File: src/rtl/cbx_pkg.sv
package cbx_pkg;
  parameter int CPU_AW     = 16;
  parameter int DATA_W     = 8;
  parameter int PRG_BANK_W = 4;
  parameter int PRG_OFS_W  = 13;
  parameter int PAT_LO_W   = 4;
  parameter int PAT_OFS_W  = 12;
  parameter int NT_OFS_W   = 10;
  parameter int NT_AW      = 12;
  parameter int VID_AW     = PAT_OFS_W + 1;

  localparam int PRG_ROM_W  = PRG_BANK_W + PRG_OFS_W;
  localparam int PAT_BANK_W = PAT_LO_W + 1;
  localparam int PAT_ROM_W  = PAT_BANK_W + PAT_OFS_W;
  localparam int VRAM_W     = NT_OFS_W + 1;

  localparam logic [3:0] RGN_PRG0 = 4'h8;
  localparam logic [3:0] RGN_CTRL = 4'h9;
  localparam logic [3:0] RGN_PRG1 = 4'hA;
  localparam logic [3:0] RGN_PRG2 = 4'hC;
  localparam logic [3:0] RGN_PATL = 4'hE;
  localparam logic [3:0] RGN_PATU = 4'hF;

  localparam logic [PRG_BANK_W-1:0] PRG_FIXED_BANK = '1;

  typedef struct packed {
    logic [PRG_BANK_W-1:0] prg0;
    logic [PRG_BANK_W-1:0] prg1;
    logic [PRG_BANK_W-1:0] prg2;
    logic [PAT_LO_W-1:0]   pat_lo_l;
    logic [PAT_LO_W-1:0]   pat_lo_u;
    logic                  pat_hi_l;
    logic                  pat_hi_u;
    logic                  mirror_h;
  } bank_regs_t;

  function automatic logic [PRG_ROM_W-1:0] prg_join(
      input logic [PRG_BANK_W-1:0] bank, input logic [CPU_AW-1:0] a);
    return {bank, a[PRG_OFS_W-1:0]};
  endfunction

  function automatic logic [PAT_ROM_W-1:0] pat_join(
      input logic hi, input logic [PAT_LO_W-1:0] lo, input logic [VID_AW-1:0] a);
    return {hi, lo, a[PAT_OFS_W-1:0]};
  endfunction

  function automatic logic [VRAM_W-1:0] nt_fold(
      input logic horiz, input logic [NT_AW-1:0] a);
    return {(horiz ? a[NT_OFS_W+1] : a[NT_OFS_W]), a[NT_OFS_W-1:0]};
  endfunction
endpackage

File: src/rtl/cbx_regfile.sv
module cbx_regfile
  import cbx_pkg::*;
(
  input  logic                clk,
  input  logic                rst,
  input  logic                wr_en,
  input  logic [CPU_AW-1:0]   wr_addr,
  input  logic [DATA_W-1:0]   wr_data,
  output bank_regs_t          regs
);
  logic [3:0] rgn;
  logic hit_prg0, hit_prg1, hit_prg2, hit_ctrl, hit_patl, hit_patu, wr_hit_any;
  logic [DATA_W-1:0] unused_wr_data;
  bank_regs_t regs_q;

  assign rgn      = wr_addr[CPU_AW-1 -: 4];
  assign hit_prg0 = wr_en && (rgn == RGN_PRG0);
  assign hit_prg1 = wr_en && (rgn == RGN_PRG1);
  assign hit_prg2 = wr_en && (rgn == RGN_PRG2);
  assign hit_ctrl = wr_en && (rgn == RGN_CTRL);
  assign hit_patl = wr_en && (rgn == RGN_PATL);
  assign hit_patu = wr_en && (rgn == RGN_PATU);
  assign wr_hit_any = hit_prg0 | hit_prg1 | hit_prg2 | hit_ctrl | hit_patl | hit_patu;
  assign unused_wr_data = wr_data;

  always_ff @(posedge clk) begin
    if (rst) begin
      regs_q <= '0;
    end else begin
      if (hit_prg0) regs_q.prg0     <= wr_data[PRG_BANK_W-1:0];
      if (hit_prg1) regs_q.prg1     <= wr_data[PRG_BANK_W-1:0];
      if (hit_prg2) regs_q.prg2     <= wr_data[PRG_BANK_W-1:0];
      if (hit_patl) regs_q.pat_lo_l <= wr_data[PAT_LO_W-1:0];
      if (hit_patu) regs_q.pat_lo_u <= wr_data[PAT_LO_W-1:0];
      if (hit_ctrl) begin
        regs_q.mirror_h <= wr_data[0];
        regs_q.pat_hi_l <= wr_data[1];
        regs_q.pat_hi_u <= wr_data[2];
      end
    end
  end

  assign regs = regs_q;


  reset_clears_chk: assert property (@(posedge clk) disable iff (rst)
    $past(rst) |-> (regs_q == '0));

  prg0_load_chk: assert property (@(posedge clk) disable iff (rst)
    hit_prg0 |=> (regs_q.prg0 == $past(wr_data[PRG_BANK_W-1:0])));

  ctrl_load_chk: assert property (@(posedge clk) disable iff (rst)
    hit_ctrl |=> ({regs_q.pat_hi_u, regs_q.pat_hi_l, regs_q.mirror_h} == $past(wr_data[2:0])));

  patu_load_chk: assert property (@(posedge clk) disable iff (rst)
    hit_patu |=> (regs_q.pat_lo_u == $past(wr_data[PAT_LO_W-1:0])));

  no_hit_hold_chk: assert property (@(posedge clk) disable iff (rst)
    !wr_hit_any |=> $stable(regs_q));
endmodule

File: src/rtl/cbx_prg_xlat.sv
module cbx_prg_xlat
  import cbx_pkg::*;
(
  input  bank_regs_t             regs,
  input  logic [CPU_AW-1:0]      cpu_addr,
  output logic [PRG_ROM_W-1:0]   prg_rom_addr
);
  logic [PRG_BANK_W-1:0] bank_sel;
  logic [PAT_LO_W*2+2:0] unused_pat;

  assign unused_pat = {regs.pat_lo_l, regs.pat_lo_u, regs.pat_hi_l, regs.pat_hi_u, regs.mirror_h};

  always_comb begin
    case (cpu_addr[CPU_AW-1 -: 3])
      3'b100:  bank_sel = regs.prg0;
      3'b101:  bank_sel = regs.prg1;
      3'b110:  bank_sel = regs.prg2;
      default: bank_sel = PRG_FIXED_BANK;
    endcase
  end

  assign prg_rom_addr = prg_join(bank_sel, cpu_addr);
endmodule

File: src/rtl/cbx_pat_xlat.sv
module cbx_pat_xlat
  import cbx_pkg::*;
(
  input  bank_regs_t             regs,
  input  logic [VID_AW-1:0]      vid_addr,
  output logic [PAT_ROM_W-1:0]   pat_rom_addr
);
  logic upper;
  logic [PRG_BANK_W*3:0] unused_prg;

  assign unused_prg = {regs.prg0, regs.prg1, regs.prg2, regs.mirror_h};
  assign upper = vid_addr[PAT_OFS_W];
  assign pat_rom_addr = upper ? pat_join(regs.pat_hi_u, regs.pat_lo_u, vid_addr)
                              : pat_join(regs.pat_hi_l, regs.pat_lo_l, vid_addr);
endmodule

File: src/rtl/cbx_nt_xlat.sv
module cbx_nt_xlat
  import cbx_pkg::*;
(
  input  bank_regs_t          regs,
  input  logic [NT_AW-1:0]    nt_addr,
  output logic [VRAM_W-1:0]   vram_addr
);
  logic [PRG_BANK_W*3+PAT_LO_W*2+1:0] unused_rest;

  assign unused_rest = {regs.prg0, regs.prg1, regs.prg2, regs.pat_lo_l,
                        regs.pat_lo_u, regs.pat_hi_l, regs.pat_hi_u};
  assign vram_addr = nt_fold(regs.mirror_h, nt_addr);
endmodule

File: src/rtl/cart_bank_xlat.sv
module cart_bank_xlat
  import cbx_pkg::*;
(
  input  logic                  clk,
  input  logic                  rst,
  input  logic                  wr_en,
  input  logic [CPU_AW-1:0]     wr_addr,
  input  logic [DATA_W-1:0]     wr_data,
  input  logic [CPU_AW-1:0]     cpu_addr,
  output logic [PRG_ROM_W-1:0]  prg_rom_addr,
  input  logic [VID_AW-1:0]     vid_addr,
  output logic [PAT_ROM_W-1:0]  pat_rom_addr,
  input  logic [NT_AW-1:0]      nt_addr,
  output logic [VRAM_W-1:0]     vram_addr
);
  bank_regs_t regs;

  cbx_regfile u_regs (
    .clk(clk), .rst(rst), .wr_en(wr_en), .wr_addr(wr_addr),
    .wr_data(wr_data), .regs(regs)
  );
  cbx_prg_xlat u_prg (.regs(regs), .cpu_addr(cpu_addr), .prg_rom_addr(prg_rom_addr));
  cbx_pat_xlat u_pat (.regs(regs), .vid_addr(vid_addr), .pat_rom_addr(pat_rom_addr));
  cbx_nt_xlat  u_nt  (.regs(regs), .nt_addr(nt_addr), .vram_addr(vram_addr));


  fixed_window_chk: assert property (@(posedge clk) disable iff (rst)
    (!cpu_addr[CPU_AW-1] || (cpu_addr[CPU_AW-2 -: 2] == 2'b11))
      |-> (prg_rom_addr[PRG_ROM_W-1 -: PRG_BANK_W] == PRG_FIXED_BANK));

  prg_offset_chk: assert property (@(posedge clk) disable iff (rst)
    prg_rom_addr[PRG_OFS_W-1:0] == cpu_addr[PRG_OFS_W-1:0]);

  pat_offset_chk: assert property (@(posedge clk) disable iff (rst)
    pat_rom_addr[PAT_OFS_W-1:0] == vid_addr[PAT_OFS_W-1:0]);

  nt_low_chk: assert property (@(posedge clk) disable iff (rst)
    vram_addr[NT_OFS_W-1:0] == nt_addr[NT_OFS_W-1:0]);
endmodule

File: config.mk
export PLATFORM = sky130hd
export DESIGN_NAME = cart_bank_xlat
export DESIGN_NICKNAME = d
export VERILOG_FILES = /design/src/rtl/cbx_pkg.sv /design/src/rtl/cbx_regfile.sv /design/src/rtl/cbx_prg_xlat.sv /design/src/rtl/cbx_pat_xlat.sv /design/src/rtl/cbx_nt_xlat.sv /design/src/rtl/cart_bank_xlat.sv
export SDC_FILE = /design/constraint.sdc
export NUM_CORES = 1
export LEC_CHECK = 0
export ABC_AREA = 1
export BUFFER_PORTS_ARGS = -buffer_cell sky130_fd_sc_hd__buf_4
export CAP_MARGIN = 20
export CORE_ASPECT_RATIO = 1.5
export CORE_MARGIN = 2
export CORE_UTILIZATION = 42
export CTS_CLUSTER_SIZE = 20
export DETAILED_ROUTE_END_ITERATION = 8
export PLACE_DENSITY = 0.91
export SYNTH_ARGS = -nofsm -noshare
export SYNTH_HDL_FRONTEND = slang
export SYNTH_SLANG_ARGS = --single-unit
export TNS_END_PERCENT = 10
File: constraint.sdc
create_clock -name clk -period 1.02 [get_ports clk]
set_input_delay 0.102 -clock clk [delete_from_list [all_inputs] [get_ports clk]]
set_output_delay 0.102 -clock clk [all_outputs]
set_load 0.01 [all_outputs]
# Word-level counts from Yosys, hierarchy flattened
# Cells that the tools add are included.
# W data, S select, Z words.
# classes
reduce_logical,6
eq_ne,9
muxes,3
# ops
operator,n
$eq A4 B4 Y1 const B,6
$mux W17,1
$pmux W4 S3,1
$eq A3 B3 Y1 const B,3
$logic_and A1 B1 Y1,6
$mux W1,1
# word_totals
input_bits,68
output_inout_bits,45
reg_bits,23

# Longest topological paths before layout
# logic_depth
depth_word,2
mapped_depth,6
depth_no_buf,6

# By module
# From an unflattened synthesis, not the netlist that was laid out.
# hier_totals
hier_cells,229
hier_area_um2,1457.6
# by_module_without_submodules
mod,cells_per_inst,seq_area_each_um2,area_per_inst_um2,n_inst
cbx_regfile,144,460.4,974.7,1
cbx_prg_xlat,43,0.0,242.7,1
cbx_pat_xlat,28,0.0,150.1,1
cbx_nt_xlat,14,0.0,90.1,1

# Worst setup path after synthesis
# Ideal clock, no wire load.
# synth_timing
path_type,flip-flop to output port
startpoint,"register u_regs.regs_q, in the netlist u_regs.regs[0]"
endpoint,output vram_addr[10]
t_arrival_ns,0.662
slack_ns,0.256
n_path_buf,0
stages_incl_launch_ff,2
path_cell_list,dfxtp_1 -> mux2_2
# synth_between
elab_chain_len,1
# synth_lines
element,line,source
start: declaration,cbx_regfile.sv:14,bank_regs_t regs_q;
$mux W1,cbx_pkg.sv:49,"return {(horiz ? a[NT_OFS_W+1] : a[NT_OFS_W]), a[NT_OFS_W-1:0]};"
end: declaration,cart_bank_xlat.sv:14,output logic [VRAM_W-1:0] vram_addr
# No other way between the ends.

# Final worst setup path
# Same ends and word-level chain as after synthesis.

==> reports/qor.txt <==
Routed via count divided by cell count: 4.71
H-tree level count: 1
Worst path arrival time: 1.03 ns
Worst setup slack before clock tree synthesis: 0.0444 ns
Critical Path Start Type: flop
Time the worst path needs with I/O delays and setup: 1.13 ns
Total of warnings raised by yosys: 0
Dominant synthesized flop cell: dfxtp_1
Number of buffers created by CTS: 3
Fmax achieved: 0.885 GHz
Setup repair after global routing missed its margin: yes
Crit-path leading delay family: flip-flops
Final Worst Setup Slack: -0.110 ns
Chip Width: 51.1 µm
Via count of the routed design: 1108
CTS clk-pin slew, worst paths: 0.08 ns
Number of DRC markers after the initial detailed-route iteration: 20
Commonest cells post-synth: nand2_1, nor2_1, buf_4
Post-Synth Simple-Gate Area: 40.2%
Share of flip-flops with an asynchronous set or reset: 0%
Cell count after placement: 231
TritonCTS clock tree: yes
Total core area: 0.00316 mm²
Slew @ Worst Pin: 0.228 ns
Global-route wire length before repair: 4.28 mm
Reported max-cap violation count: 0
WP data required: 0.92 ns
Worst path cell trace: mux2_4 -> buf_6
Synth Area in Compound Gates: 0%
Pin count of the biggest net entering global routing: 24
Total standard cell area after synthesis: 0.00140 mm²
Fin crit share: 111%
Area share of the leading cell type in the synthesized netlist: 32.9%
Worst path buffer plus inverter count: 1
Synth Register Bits: 23
Synthesized-area fraction occupied by xor and xnor cells: 0%
Final setup vio count: 7
Leakage power summed over all cells: 0.648 nW
Sequential fraction of the synthesis area: 32.9%
Top Ports: 113
Cells after synthesis: 201
Die ar.: 0.00381 mm²
Synthesized net count: 269
Site Rows: 25
Number of antenna-violating nets in the routed design: 0
Antenna Cells: 0
Final max-slew violation count: 0
Total Wirelength: 2.64 mm
Global route overflow: 0
Weighted congestion at the end of routability-driven global placement: 0.727
Longest individual stage delay on the worst path: 0.35 ns
Number of clock sinks: 23
Number of flip-flops in the largest register: 23
Final nets: 264
Drt first pass iters: 4
Number of antenna violations at the first check in global routing: 0
Buffers from clock root to sink, at most: 2
Category of the worst setup path capture point: output port
Violations in the final reports: negative setup slack
Proportion of synthesized area in mux cells: 4.83%
Pwr/cell area: 1180 mW/mm²
PortBufs: 26
Final hold violation count: 0
Library cell occupying the most area in the post-synthesis netlist: dfxtp_1
Starting Density: 44.2%
Slowest-stage cell, CP: dfxtp_2
Residual DRC count: 0
DIE HEIGHT: 74.7 µm
Average cell area after synthesis: 6.95 µm²
Vias in the first global route: 1046
Average wire per standard cell: 11.3 µm
Maximum vdd ir drop: 0.602 mV
Cell types occupying the most area after synthesis: dfxtp_1, buf_4, nand2_1, nor2_1, mux2_2
Root buffer cell: clkbuf_8
Post-Synth Adder-Cell Area: 0%
Critical Path Fanout Max: 2
Result of the run: finished, violations left
Insertion delay to the later sink of the worst-skew pair: 0.26 ns
Clock skew: 0 ns
Hold WC Path Type: input port to output port
GRT Overall Usage: 14.7%
Synth-to-layout area growth: 5.91%
Number of flops mapped to enable cells by yosys: 0
Final std cells w/o fill: 235
Most common cell in the synthesized netlist: nand2_1
Share of layout cells above drive strength 1: 28.7%
Headroom to the max-slew limit: 84.8%
Category of the critical setup timing path: flop to output port
Dominant combinational cell family by area after synthesis: simple AND/OR/NAND/NOR gates
Setup TNS: -0.387 ns
End-of-flow core utilization: 46.9%
Dpl hpwl: 1.96 mm
Number of distinct library cells after synthesis: 11
==> final timing paths <==
kind | startpoint | to | slack [ns] | cells after the start
worst min register to register | u_regs.regs[15]$_SDFFE_PP0P_ | u_regs.regs[15]$_SDFFE_PP0P_ | 0.48 | 2
worst min-delay path | vid_addr[11] | pat_rom_addr[11] | 0.20 | 0
worst max-delay path | u_regs.regs[0]$_SDFFE_PP0P_ | vram_addr[10] | -0.11 | 2
worst max register to register | u_regs.regs[20]$_SDFFE_PP0P_ | u_regs.regs[20]$_SDFFE_PP0P_ | 0.42 | 2
==> kinds of logic after synthesis <==
family | after synthesis
buf+inv | 47
mux | 6
simple gates | 125
flops | 23
==> repair_timing <==
item                       in CTS  in global routing
setup endpoints to repair      10                 10
pin swaps                       4                  0
gates resized for setup         7                 10
cloned                          0                  0
hold endpoints to repair        0                  0
setup buffers                   0                  0
hold buffers                    0                  0
==> stage by stage <==
| stage | cell area (µm²) | total power, mW | hold WS [ns] |
|---|---|---|---|
| floorplan | 1400 | 1.23 | 0.291 |
| global placement | 1390 | 1.21 | 0.204 |
| detailed placement | 1390 | 1.22 | 0.204 |
| CTS | 1450 | 1.76 | 0.204 |
| global route | 1480 | 1.83 | 0.204 |
| finish | 1480 | 1.75 | 0.204 |
==> layout by cell type (no fill, tap or decap), types with 2 or more instances in the layout <==
| cell type | count |
|---|---|
| nand4_1 | 8 |
| clkbuf_8 | 3 |
| nand2_1 | 61 |
| buf_6 | 4 |
| dfxtp_2 | 8 |
| dfxtp_1 | 15 |
| buf_4 | 22 |
| nor2_2 | 2 |
| nor2_1 | 46 |
| mux2_4 | 3 |
| nand3_4 | 2 |
| nor2_4 | 6 |
| inv_1 | 9 |
| mux2_2 | 3 |
==> final cells by class <==
| class | instances | area (µm²) |
|---|---|---|
| clock buffers | 3 | 41.3 |
| clock inverters | 1 | 5.00 |
| fillers | 312 | 1680 |
| inverters | 10 | 37.5 |
| multi-input cells | 131 | 646 |
| flip-flops and latches | 23 | 470 |
| well taps | 40 | 50.0 |
| repair buffers | 27 | 230 |
==> report_power, final <==
part	switching [mW]	total [mW]	leakage [nW]	internal (mW)
combinational	0.149	0.278	0.432	0.129
clock	0.275	0.547	0.0255	0.272
sequential	0.0103	0.928	0.190	0.918
total	0.434	1.75	0.648	1.32
==> per-layer routing <==
layer	vias to the layer above	global-route usage [%]	wire, µm
met5	-	0	0
li1	569	-	-
met2	24	28.4	1390
met3	20	1.19	120
met1	495	14.2	1040
met4	0	10.8	93
Power figures use the tool's default switching activity.
